`src/rtl/asram_pkg.sv`:
```
package asram_pkg;

  typedef enum logic [2:0] {
    ST_IDLE     = 3'd0,
    ST_SETUP    = 3'd1,
    ST_RD_WAIT  = 3'd2,
    ST_WR_PULSE = 3'd3,
    ST_HOLD     = 3'd4,
    ST_TURN     = 3'd5
  } seq_state_t;

  // round a time up to whole clock cycles, never below one
  function automatic int unsigned ps_to_cycles(input int unsigned t_ps,
                                               input int unsigned clk_ps);
    int unsigned c;
    c = (t_ps + clk_ps - 1) / clk_ps;
    if (c < 1) c = 1;
    return c;
  endfunction

  function automatic int unsigned max_u(input int unsigned a, input int unsigned b);
    return (a > b) ? a : b;
  endfunction

endpackage

```
`src/rtl/asram_wait_timer.sv`:
```
module asram_wait_timer #(
  parameter int CW = 2
) (
  input  logic          clk,
  input  logic          rst,
  input  logic          load,
  input  logic [CW-1:0] load_val,
  output logic          zero
);

  logic [CW-1:0] cnt_q;

  always_ff @(posedge clk) begin
    if (rst) begin
      cnt_q <= '0;
    end else if (load) begin
      cnt_q <= load_val;
    end else if (cnt_q != '0) begin
      cnt_q <= cnt_q - 1'b1;
    end
  end

  assign zero = (cnt_q == '0);

endmodule

```
`src/rtl/asram_seq.sv`:
```
module asram_seq
  import asram_pkg::*;
#(
  parameter int TACC_C  = 3,
  parameter int TWP_C   = 3,
  parameter int TTURN_C = 2,
  parameter int CW      = 2
) (
  input  logic       clk,
  input  logic       rst,
  input  logic       req_valid,
  input  logic       req_write,
  output logic       req_ready,
  output logic       accept,
  output logic       wr_d,
  output seq_state_t state_d,
  output logic       capture
);

  seq_state_t    state_q;
  logic          is_wr_q;
  logic          tmr_load;
  logic [CW-1:0] tmr_val;
  logic          tmr_zero;

  assign req_ready = (state_q == ST_IDLE);
  assign accept    = req_valid && req_ready;
  assign wr_d      = accept ? req_write : is_wr_q;
  assign capture   = (state_q == ST_RD_WAIT) && tmr_zero;

  always_comb begin
    state_d = state_q;
    case (state_q)
      ST_IDLE:     if (req_valid) state_d = ST_SETUP;
      ST_SETUP:    state_d = is_wr_q ? ST_WR_PULSE : ST_RD_WAIT;
      ST_RD_WAIT:  if (tmr_zero) state_d = ST_HOLD;
      ST_WR_PULSE: if (tmr_zero) state_d = ST_HOLD;
      ST_HOLD:     state_d = ST_TURN;
      ST_TURN:     if (tmr_zero) state_d = ST_IDLE;
      default:     state_d = ST_IDLE;
    endcase
  end

  always_comb begin
    tmr_load = (state_d != state_q);
    case (state_d)
      ST_RD_WAIT:  tmr_val = CW'(TACC_C - 1);
      ST_WR_PULSE: tmr_val = CW'(TWP_C - 1);
      ST_TURN:     tmr_val = CW'(TTURN_C - 1);
      default:     tmr_val = '0;
    endcase
  end

  asram_wait_timer #(.CW(CW)) u_timer (
    .clk      (clk),
    .rst      (rst),
    .load     (tmr_load),
    .load_val (tmr_val),
    .zero     (tmr_zero)
  );

  always_ff @(posedge clk) begin
    if (rst) begin
      state_q <= ST_IDLE;
      is_wr_q <= 1'b0;
    end else begin
      state_q <= state_d;
      if (accept) is_wr_q <= req_write;
    end
  end

  AST_BUSY_AFTER_TAKE: assert property (@(posedge clk) disable iff (rst)
    accept |=> !req_ready);

  AST_CAPTURE_ONLY_READ: assert property (@(posedge clk) disable iff (rst)
    capture |-> !is_wr_q);

endmodule

```
`src/rtl/asram_io_regs.sv`:
```
module asram_io_regs
  import asram_pkg::*;
#(
  parameter int AW      = 17,
  parameter int DW      = 8,
  parameter int TTURN_C = 2
) (
  input  logic          clk,
  input  logic          rst,
  input  logic          accept,
  input  logic [AW-1:0] req_addr,
  input  logic [DW-1:0] req_wdata,
  input  seq_state_t    state_d,
  input  logic          wr_d,
  input  logic          capture,
  input  logic [DW-1:0] sram_dq_in,
  output logic [AW-1:0] sram_addr,
  output logic          sram_cs_n,
  output logic          sram_we_n,
  output logic          sram_oe_n,
  output logic [DW-1:0] sram_dq_out,
  output logic          sram_dq_oe,
  output logic [DW-1:0] rdata,
  output logic          rdata_valid
);

  logic cs_d, we_d, oe_d, drv_d;
  int unsigned gap_q;

  always_comb begin
    cs_d  = (state_d == ST_SETUP) || (state_d == ST_RD_WAIT) || (state_d == ST_WR_PULSE);
    we_d  = (state_d == ST_WR_PULSE);
    oe_d  = (state_d == ST_RD_WAIT);
    drv_d = wr_d && ((state_d == ST_SETUP) || (state_d == ST_WR_PULSE) ||
                     (state_d == ST_HOLD));
  end

  always_ff @(posedge clk) begin
    if (rst) begin
      sram_addr   <= '0;
      sram_dq_out <= '0;
      sram_cs_n   <= 1'b1;
      sram_we_n   <= 1'b1;
      sram_oe_n   <= 1'b1;
      sram_dq_oe  <= 1'b0;
      rdata       <= '0;
      rdata_valid <= 1'b0;
    end else begin
      if (accept) begin
        sram_addr   <= req_addr;
        sram_dq_out <= req_wdata;
      end
      sram_cs_n   <= !cs_d;
      sram_we_n   <= !we_d;
      sram_oe_n   <= !oe_d;
      sram_dq_oe  <= drv_d;
      if (capture) rdata <= sram_dq_in;
      rdata_valid <= capture;
    end
  end

  // cycles with neither side on the data pins, saturating
  always_ff @(posedge clk) begin
    if (rst) begin
      gap_q <= 32'd255;
    end else if (sram_dq_oe || !sram_oe_n) begin
      gap_q <= '0;
    end else if (gap_q != 32'd255) begin
      gap_q <= gap_q + 1;
    end
  end

  AST_NO_BUS_FIGHT: assert property (@(posedge clk) disable iff (rst)
    !(sram_dq_oe && !sram_oe_n));

  AST_WE_INSIDE_CS: assert property (@(posedge clk) disable iff (rst)
    !sram_we_n |-> !sram_cs_n);

  AST_NO_OE_IN_WRITE: assert property (@(posedge clk) disable iff (rst)
    !sram_we_n |-> sram_oe_n);

  AST_ADDR_HELD: assert property (@(posedge clk) disable iff (rst)
    (!sram_cs_n && $past(!sram_cs_n)) |-> $stable(sram_addr));

  AST_WDATA_HELD: assert property (@(posedge clk) disable iff (rst)
    (sram_dq_oe && $past(sram_dq_oe)) |-> $stable(sram_dq_out));

  AST_RVALID_PULSE: assert property (@(posedge clk) disable iff (rst)
    rdata_valid |=> !rdata_valid);

  AST_GAP_BEFORE_OE: assert property (@(posedge clk) disable iff (rst)
    $fell(sram_oe_n) |-> (gap_q >= TTURN_C));

  AST_GAP_BEFORE_DRIVE: assert property (@(posedge clk) disable iff (rst)
    $rose(sram_dq_oe) |-> (gap_q >= TTURN_C));

endmodule

```
`src/rtl/asram_ctrl.sv`:
```
module asram_ctrl
  import asram_pkg::*;
#(
  parameter int ADDR_W   = 17,
  parameter int DATA_W   = 8,
  parameter int CLK_PS   = 4000,
  parameter int TACC_PS  = 10000,
  parameter int TWP_PS   = 9000,
  parameter int TDS_PS   = 6000,
  parameter int TTURN_PS = 7000
) (
  input  logic              clk,
  input  logic              rst,
  input  logic              req_valid,
  output logic              req_ready,
  input  logic              req_write,
  input  logic [ADDR_W-1:0] req_addr,
  input  logic [DATA_W-1:0] req_wdata,
  output logic [DATA_W-1:0] rdata,
  output logic              rdata_valid,
  output logic [ADDR_W-1:0] sram_addr,
  output logic              sram_cs_n,
  output logic              sram_we_n,
  output logic              sram_oe_n,
  output logic [DATA_W-1:0] sram_dq_out,
  output logic              sram_dq_oe,
  input  logic [DATA_W-1:0] sram_dq_in
);

  // cycle counts from nanosecond limits
  localparam int TACC_C  = int'(ps_to_cycles(TACC_PS, CLK_PS));
  localparam int TWP_C   = int'(max_u(ps_to_cycles(TWP_PS, CLK_PS),
                                      ps_to_cycles(TDS_PS, CLK_PS)));
  localparam int TTURN_C = int'(ps_to_cycles(TTURN_PS, CLK_PS));
  localparam int MAX_C   = int'(max_u(max_u(TACC_C, TWP_C), TTURN_C));
  localparam int CW      = (MAX_C < 2) ? 1 : $clog2(MAX_C);

  logic       accept;
  logic       wr_d;
  logic       capture;
  seq_state_t state_d;

  asram_seq #(
    .TACC_C  (TACC_C),
    .TWP_C   (TWP_C),
    .TTURN_C (TTURN_C),
    .CW      (CW)
  ) u_seq (
    .clk       (clk),
    .rst       (rst),
    .req_valid (req_valid),
    .req_write (req_write),
    .req_ready (req_ready),
    .accept    (accept),
    .wr_d      (wr_d),
    .state_d   (state_d),
    .capture   (capture)
  );

  asram_io_regs #(
    .AW      (ADDR_W),
    .DW      (DATA_W),
    .TTURN_C (TTURN_C)
  ) u_io (
    .clk         (clk),
    .rst         (rst),
    .accept      (accept),
    .req_addr    (req_addr),
    .req_wdata   (req_wdata),
    .state_d     (state_d),
    .wr_d        (wr_d),
    .capture     (capture),
    .sram_dq_in  (sram_dq_in),
    .sram_addr   (sram_addr),
    .sram_cs_n   (sram_cs_n),
    .sram_we_n   (sram_we_n),
    .sram_oe_n   (sram_oe_n),
    .sram_dq_out (sram_dq_out),
    .sram_dq_oe  (sram_dq_oe),
    .rdata       (rdata),
    .rdata_valid (rdata_valid)
  );

endmodule

```
`config.mk`:
```
export PLATFORM = sky130hd
export DESIGN_NAME = asram_ctrl
export DESIGN_NICKNAME = d
export VERILOG_FILES = /design/src/rtl/asram_pkg.sv /design/src/rtl/asram_wait_timer.sv /design/src/rtl/asram_seq.sv /design/src/rtl/asram_io_regs.sv /design/src/rtl/asram_ctrl.sv
export SDC_FILE = /design/constraint.sdc
export NUM_CORES = 1
export LEC_CHECK = 0
export BUFFER_PORTS_ARGS = -buffer_cell sky130_fd_sc_hd__buf_4
export CAP_MARGIN = 25
export CELL_PAD_IN_SITES_DETAIL_PLACEMENT = 2
export CELL_PAD_IN_SITES_GLOBAL_PLACEMENT = 2
export CORE_AREA = 2 2 81 83
export DETAILED_ROUTE_END_ITERATION = 10
export DIE_AREA = 0 0 83 85
export GPL_ROUTABILITY_DRIVEN = 0
export PLACE_DENSITY_LB_ADDON = 0.1
export SLEW_MARGIN = 20
export SYNTH_ARGS = -nofsm -noshare
export SYNTH_HDL_FRONTEND = slang
export SYNTH_HIERARCHICAL = 1
export SYNTH_SLANG_ARGS = --single-unit
```
`constraint.sdc`:
```
create_clock -name clk -period 2.3 [get_ports clk]
set_input_delay 0.23 -clock clk [delete_from_list [all_inputs] [get_ports clk]]
set_output_delay 0.23 -clock clk [all_outputs]
set_load 0.02 [all_outputs]
```
======== After elaboration in Yosys (flattened, before gate mapping) ========
Index checks and enable logic that the tools add are counted.
word-level totals
  word-level logic and storage cells ...... 48
  memories kept ........................... 0
  ROM bits ................................ 0
  memory bits (writable) .................. 0
  latch bits .............................. 0
  register bits after elaboration ......... 44
operators by class
  muxes and demuxes ....................... 9
  shift operators ......................... 0
  $lt $le $gt $ge ......................... 0
  equality and inequality tests ........... 11
  reduce and logical (&&, ||, !) cells .... 16
  bitwise logic cells ..................... 0
  $mul .................................... 0
  $add $sub $neg .......................... 1
  div/mod/pow operators ................... 0
operators with widths
  kind                                                                   count
  3-bit case mux with 5 select lines                                     1
  3-bit by 2-bit equality test with 1-bit output, second input constant  4
  3-bit equality test, second input constant                             4
  3-bit two-way mux                                                      3
  3-bit by 1-bit equality test with 1-bit output, second input constant  2
  1-bit logical OR                                                       4
  2-bit two-way mux                                                      2
  2-bit case mux with 2 select lines                                     1
  2-bit nonzero test                                                     2
  2-bit OR reduction                                                     2
  1-bit logical AND                                                      3
  1-bit logical NOT                                                      3
  3-bit logical NOT                                                      1
  3-bit inequality test                                                  1
  2-bit logical NOT                                                      1
  1-bit two-way mux                                                      2
  2-bit by 1-bit subtractor with 2-bit output, second input constant     1

======== Depth between registers and ports, before layout ========
  depth in word-level cells ............... 7
  mapped depth ............................ 7

======== Cells and area by module ========
The synthesis kept the hierarchy.
modules (own cells, without submodules)
  module            area an instance (um2)  seq. area each (um2)  cells an instance  times used
  asram_io_regs     1347.5                  760.7                 121                1
  asram_seq         290.3                   80.1                  37                 1
  asram_wait_timer  121.4                   40.0                  12                 1

======== Least setup slack after synthesis ========
No wires, ideal clock.
  kind .................................... register to register
  start ................................... reg u_seq.u_timer.cnt_q[0]
  end ..................................... reg u_io.sram_dq_oe
  slack ................................... 744 ps
  cell stages (with the launch flop) ...... 8
  arrival ................................. 1486 ps
  data required time ...................... 2230 ps
  period minus slack after synthesis ...... 1556 ps
  cell sequence ........................... dfxtp_1 inv_1 ha_1 nand2b_1 a211o_1 nand3_1 or3b_1 a21oi_1
between the ends
  word-level cells in the longest chain between the ends .. 7
  elaborated cells between the ends (all ways) .. 10
  classes of those cells .................. eq/ne (3); mux (3); reduce/logical (4)
RTL lines
  element                                                                                                           line                                               source
  start, declared                                                                                                   asram_wait_timer.sv:11                             logic [CW-1:0] cnt_q;
  start signal, assigned                                                                                            asram_wait_timer.sv:17                             cnt_q <= load_val;
  start signal, assigned                                                                                            asram_wait_timer.sv:19                             cnt_q <= cnt_q - 1'b1;
  2-bit logical NOT *                                                                                               asram_wait_timer.sv:23                             assign zero = (cnt_q == '0);
  net u_seq.tmr_zero                                                                                                asram_seq.sv:24                                    logic tmr_zero;
  3-bit two-way mux, on equally long branches                                                                       asram_seq.sv:39, asram_seq.sv:36, asram_seq.sv:37
  3-bit case mux with 5 select lines *                                                                              asram_seq.sv:33                                    case (state_q)
  net state_d[0]                                                                                                    asram_ctrl.sv:41                                   seq_state_t state_d;
  3-bit by 1-bit equality test with 1-bit output or 3-bit by 2-bit equality test with 1-bit output (tied branches)  asram_io_regs.sv:34                                drv_d = wr_d && ((state_d == ST_SETUP) || (state_d == ST_WR_PULSE) ||
  1-bit logical OR                                                                                                  asram_io_regs.sv:34
  1-bit logical OR *                                                                                                asram_io_regs.sv:34
  1-bit logical AND *                                                                                               asram_io_regs.sv:34
  end signal, assigned                                                                                              asram_io_regs.sv:56                                sram_dq_oe <= drv_d;
  end, declared                                                                                                     asram_io_regs.sv:22                                output logic sram_dq_oe,
The timed path passes the listed nets; every way through them passes the cells marked *.
A chain may end at the register's enable or synchronous reset.

======== Worst setup path after layout ========
Ends and elaborated chain as after synthesis.

==> metrics.txt <==
# TYPE chip_impl_metric gauge
chip_impl_info{name="root_driver",value="sky130_fd_sc_hd__clkbuf_8"} 1
chip_impl_metric{name="crit_fanout",unit=""} 7
chip_impl_info{name="hold_path_class",value="in -> reg"} 1
chip_impl_metric{name="critPathArrivalTime",unit="ns"} 1.95
chip_impl_info{name="outcome",value="finished, final reports clean"} 1
chip_impl_metric{name="grt_first_pass_wirelength",unit="microns"} 7020
chip_impl_metric{name="place_area",unit="sq um"} 2350
chip_impl_info{name="unrepaired_setup_endpoints_after_global_routing",value="false"} 1
chip_impl_metric{name="worstSkewPairLatency",unit="ns"} 0.29
chip_impl_metric{name="maxSlewHeadroom",unit="%"} 68.2
chip_impl_info{name="cts_tree",value="yes"} 1
chip_impl_metric{name="ant_nets",unit=""} 0
chip_impl_metric{name="synth.yosys.seq_area_share",unit="%"} 50.1
chip_impl_metric{name="setup.reg_to_reg.worst_slack",unit="ns"} 0.57
chip_impl_info{name="mostFrequentLayoutCell",value="sky130_fd_sc_hd__buf_4"} 1
chip_impl_metric{name="achievable-frequency",unit="MHz"} 578
chip_impl_metric{name="detail_route.iter0.violations",unit=""} 17
chip_impl_metric{name="timing.final.max_slew_violations",unit=""} 0
chip_impl_metric{name="finalNetCount",unit=""} 281
chip_impl_info{name="path_class",value="reg -> reg"} 1
chip_impl_metric{name="cts-htree-levels",unit=""} 2
chip_impl_info{name="r2r-start",value="u_seq/u_timer/cnt_q[0]$_SDFFE_PP0P_"} 1
chip_impl_metric{name="place_hpwl",unit="microns"} 3180
chip_impl_metric{name="largest_net_degree_at_the_start_of_global_routing",unit=""} 45
chip_impl_info{name="min_to",value="u_io/rdata[7]$_SDFFE_PP0P_"} 1
chip_impl_metric{name="mappedNetlistNets",unit=""} 208
chip_impl_metric{name="clock-skew-final",unit="ns"} 0.00334
chip_impl_metric{name="synthesis.yosys.warnings",unit=""} 6
chip_impl_metric{name="core_area",unit="sq um"} 6200
chip_impl_metric{name="floorplan.die.height",unit="microns"} 85
chip_impl_metric{name="cp.required",unit="ns"} 2.52
chip_impl_metric{name="grt_usage",unit="%"} 12.3
chip_impl_metric{name="synth_cell_types",unit=""} 29
chip_impl_metric{name="power.density",unit="nW/um^2"} 740
chip_impl_info{name="final_cell_mix",value="76 x sky130_fd_sc_hd__buf_4, 44 x sky130_fd_sc_hd__dfxtp_1, 37 x sky130_fd_sc_hd__nor2_1"} 1
chip_impl_metric{name="initial_core_util",unit="%"} 28.4
chip_impl_metric{name="routed_wl",unit="microns"} 4340
chip_impl_metric{name="drive_gt1_share",unit="%"} 35.8
chip_impl_metric{name="tritoncts.num_buffers",unit=""} 5
chip_impl_metric{name="initial_antenna_violation_count",unit=""} 0
chip_impl_info{name="critical_path.slowest_cell",value="sky130_fd_sc_hd__or3b_1"} 1
chip_impl_metric{name="setup-tns-final",unit="ns"} 0
chip_impl_metric{name="fin_crit_sh",unit="%"} 75.2
chip_impl_metric{name="routedWlPerCell",unit="microns"} 13.6
chip_impl_info{name="startpoint_type",value="flop"} 1
chip_impl_metric{name="worstPathBufferInverterCount",unit=""} 1
chip_impl_metric{name="cts_sinks",unit=""} 44
chip_impl_metric{name="floorplan.io_pins",unit=""} 76
chip_impl_metric{name="dieArea",unit="sq um"} 7060
chip_impl_metric{name="areaGrowthSynthToFinish",unit="%"} 38.1
chip_impl_metric{name="vdd.ir_drop.worst",unit="mV"} 0.252
chip_impl_metric{name="rr_worst_depth",unit=""} 7
chip_impl_metric{name="port-buffer-count",unit=""} 75
chip_impl_metric{name="synth_seq_cells",unit=""} 44
chip_impl_metric{name="critPathMaxStageDelay",unit="ns"} 0.39
chip_impl_metric{name="core.rowCount",unit=""} 29
chip_impl_metric{name="drv.max_cap_violation_count",unit=""} 0
chip_impl_metric{name="post_synth.cell_area_avg",unit="sq um"} 10.3
chip_impl_metric{name="grt_pass1_vias",unit=""} 1467
chip_impl_metric{name="gr-total-overflow",unit=""} 0
chip_impl_metric{name="min_period",unit="ns"} 1.73
chip_impl_metric{name="deepest_clock_path_buffer_count",unit=""} 2
chip_impl_metric{name="worst_slew_pin_slew",unit="ns"} 0.476
chip_impl_metric{name="cts.clk_slew.worst_paths",unit="ns"} 0.08
chip_impl_metric{name="cts_setup_buffers",unit=""} 0
chip_impl_info{name="worst_hold_startpoint",value="sram_dq_in[7]"} 1
chip_impl_metric{name="number_of_diodes_added_for_antenna_fixing",unit=""} 0
chip_impl_metric{name="synth_cells",unit=""} 170
chip_impl_info{name="synth.area.top_cells",value="sky130_fd_sc_hd__dfxtp_1 50%, sky130_fd_sc_hd__mux2i_1 19%, sky130_fd_sc_hd__nor2_1 7.9%"} 1
chip_impl_metric{name="vias_per_cell",unit=""} 4.48
chip_impl_info{name="crit_family",value="simple AND/OR/NAND/NOR gates"} 1
chip_impl_metric{name="hold_viol",unit=""} 0
chip_impl_info{name="timing.critical_path.cells",value="inv_1, ha_1, nand2b_1, a211o_1, nand3_1, or3b_1, a21oi_1"} 1
chip_impl_info{name="worst_setup_path_end_kind",value="flop"} 1
chip_impl_metric{name="leakage_power_figure",unit="nW"} 1.11
chip_impl_metric{name="design_area",unit="sq um"} 2430
chip_impl_metric{name="cts-hold-fix-buffers",unit=""} 0
chip_impl_metric{name="mappedNetlistArea",unit="sq um"} 1760
chip_impl_metric{name="route.vias.total",unit=""} 1433
chip_impl_metric{name="hold_depth",unit=""} 3
chip_impl_info{name="r2r-end",value="u_io/sram_dq_oe$_SDFF_PP0_"} 1
chip_impl_info{name="synth_area_leader_cell",value="sky130_fd_sc_hd__dfxtp_1"} 1
chip_impl_metric{name="drt_first_pass_iters",unit=""} 4
chip_impl_metric{name="finalSetupViolCount",unit=""} 0
chip_impl_metric{name="post_cts_resize_count",unit=""} 0
chip_impl_metric{name="synth_top_area_share",unit="%"} 50.1
chip_impl_metric{name="drc",unit=""} 0
chip_impl_metric{name="die_x_extent",unit="microns"} 83
## area by class of cell
type / instances / area [sq um]
timing repair buffer: 77 / 591
clock buffer: 6 / 72.6
sequential: 44 / 881
multi-input combinational: 110 / 766
inverter: 5 / 18.8
tap: 77 / 96.3
clock inverter: 1 / 5.00
fill: 692 / 3770
## metrics by stage
step / std cells / setup slack [ns] / utilization (%) / total power [mW] / hold WS (ns)
floorplan: 170 / 0.744 / - / 1.20 / 0.299
global placement: 313 / 0.635 / 37.9 / 1.37 / 0.466
detailed placement: 313 / 0.545 / 37.9 / 1.38 / 0.476
CTS: 320 / 0.528 / 39.2 / 1.84 / 0.168
global route: 320 / 0.367 / 39.2 / 1.92 / 0.174
finish: 320 / 0.570 / 39.2 / 1.80 / 0.175
## cells in the mapped netlist, drive strengths merged
cell type	instances
o21ai	2
buf	10
or3b	1
nor3	3
nor4b	1
xor2	1
inv	5
a21oi	3
a31oi	2
nor2b	3
o22a	1
clkbuf	1
dfxtp	44
mux2	1
a2bb2oi	1
nand3	2
and2b	3
nand3b	3
nor2	37
o41ai	1
nand2	4
o31ai	1
mux2i	33
nand2b	5
a211o	1
ha	1
## worst max path at each step
| stage | start | to | slack, ns | cells after the start |
|---|---|---|---|---|
| 2_1_floorplan | u_seq/u_timer/cnt_q[0]$_SDFFE_PP0P_ | u_io/sram_dq_oe$_SDFF_PP0_ | 0.74 | 7 |
| 3_3_place_gp | u_seq/u_timer/cnt_q[0]$_SDFFE_PP0P_ | u_io/sram_dq_oe$_SDFF_PP0_ | 0.63 | 7 |
| 3_5_place_dp | u_seq/u_timer/cnt_q[0]$_SDFFE_PP0P_ | u_io/sram_dq_oe$_SDFF_PP0_ | 0.55 | 7 |
| 4_1_cts | u_seq/u_timer/cnt_q[0]$_SDFFE_PP0P_ | u_io/sram_dq_oe$_SDFF_PP0_ | 0.53 | 7 |
| 5_1_grt | u_seq/u_timer/cnt_q[0]$_SDFFE_PP0P_ | u_io/sram_dq_oe$_SDFF_PP0_ | 0.37 | 7 |
| 6_report | u_seq/u_timer/cnt_q[0]$_SDFFE_PP0P_ | u_io/sram_dq_oe$_SDFF_PP0_ | 0.57 | 7 |
## flip-flops by register name, indices dropped and copies added (netlist names)
signal and cells:
u_io/rdata_valid 1, u_io/sram_dq_out 8, u_seq/state_q 3, u_io/sram_cs_n 1, u_seq/u_timer/cnt_q 2, u_io/rdata 8
u_io/sram_addr 17, u_seq/is_wr_q 1, u_io/sram_we_n 1, u_io/sram_dq_oe 1, u_io/sram_oe_n 1
## worst min-delay path, delay by kind of cell
| family | cells | cell delay, ns |
|---|---|---|
| buffers and inverters | 1 | 0.08 |
| AND/OR/NAND/NOR | 1 | 0.07 |
| multiplexers | 1 | 0.05 |
## where the power goes
group | switching [mW] | leakage (nW) | internal [mW]
registers | 0.0453 | 0.360 | 0.827
logic | 0.241 | 0.713 | 0.233
clock network | 0.246 | 0.0410 | 0.207
## layer usage
layer / global-route usage, % / part of all wire [%] / vias up
li1: - / - / 705
met1: 16.2 / 46 / 683
met2: 19.9 / 49 / 40
met3: 2.63 / 4.5 / 5
met4: 4.92 / 1.0 / 0
met5: 0 / 0 / -
## kinds of logic (layout without fill, tap and decap cells)
| family | Yosys count | in the layout | share of synthesized area, % |
|---|---|---|---|
| AND/OR/NAND/NOR | 62 | 62 | 17.4 |
| flip-flops | 44 | 44 | 50.1 |
| XOR/XNOR | 1 | 1 | 0.498 |
| AO/OA/AOI/OAI | 12 | 12 | 4.98 |
| adder cells (fa/ha/maj) | 1 | 1 | 0.711 |
| buffers and inverters | 16 | 89 | 6.69 |
| multiplexers | 34 | 34 | 19.6 |
Power figures use the tool's default switching activity.
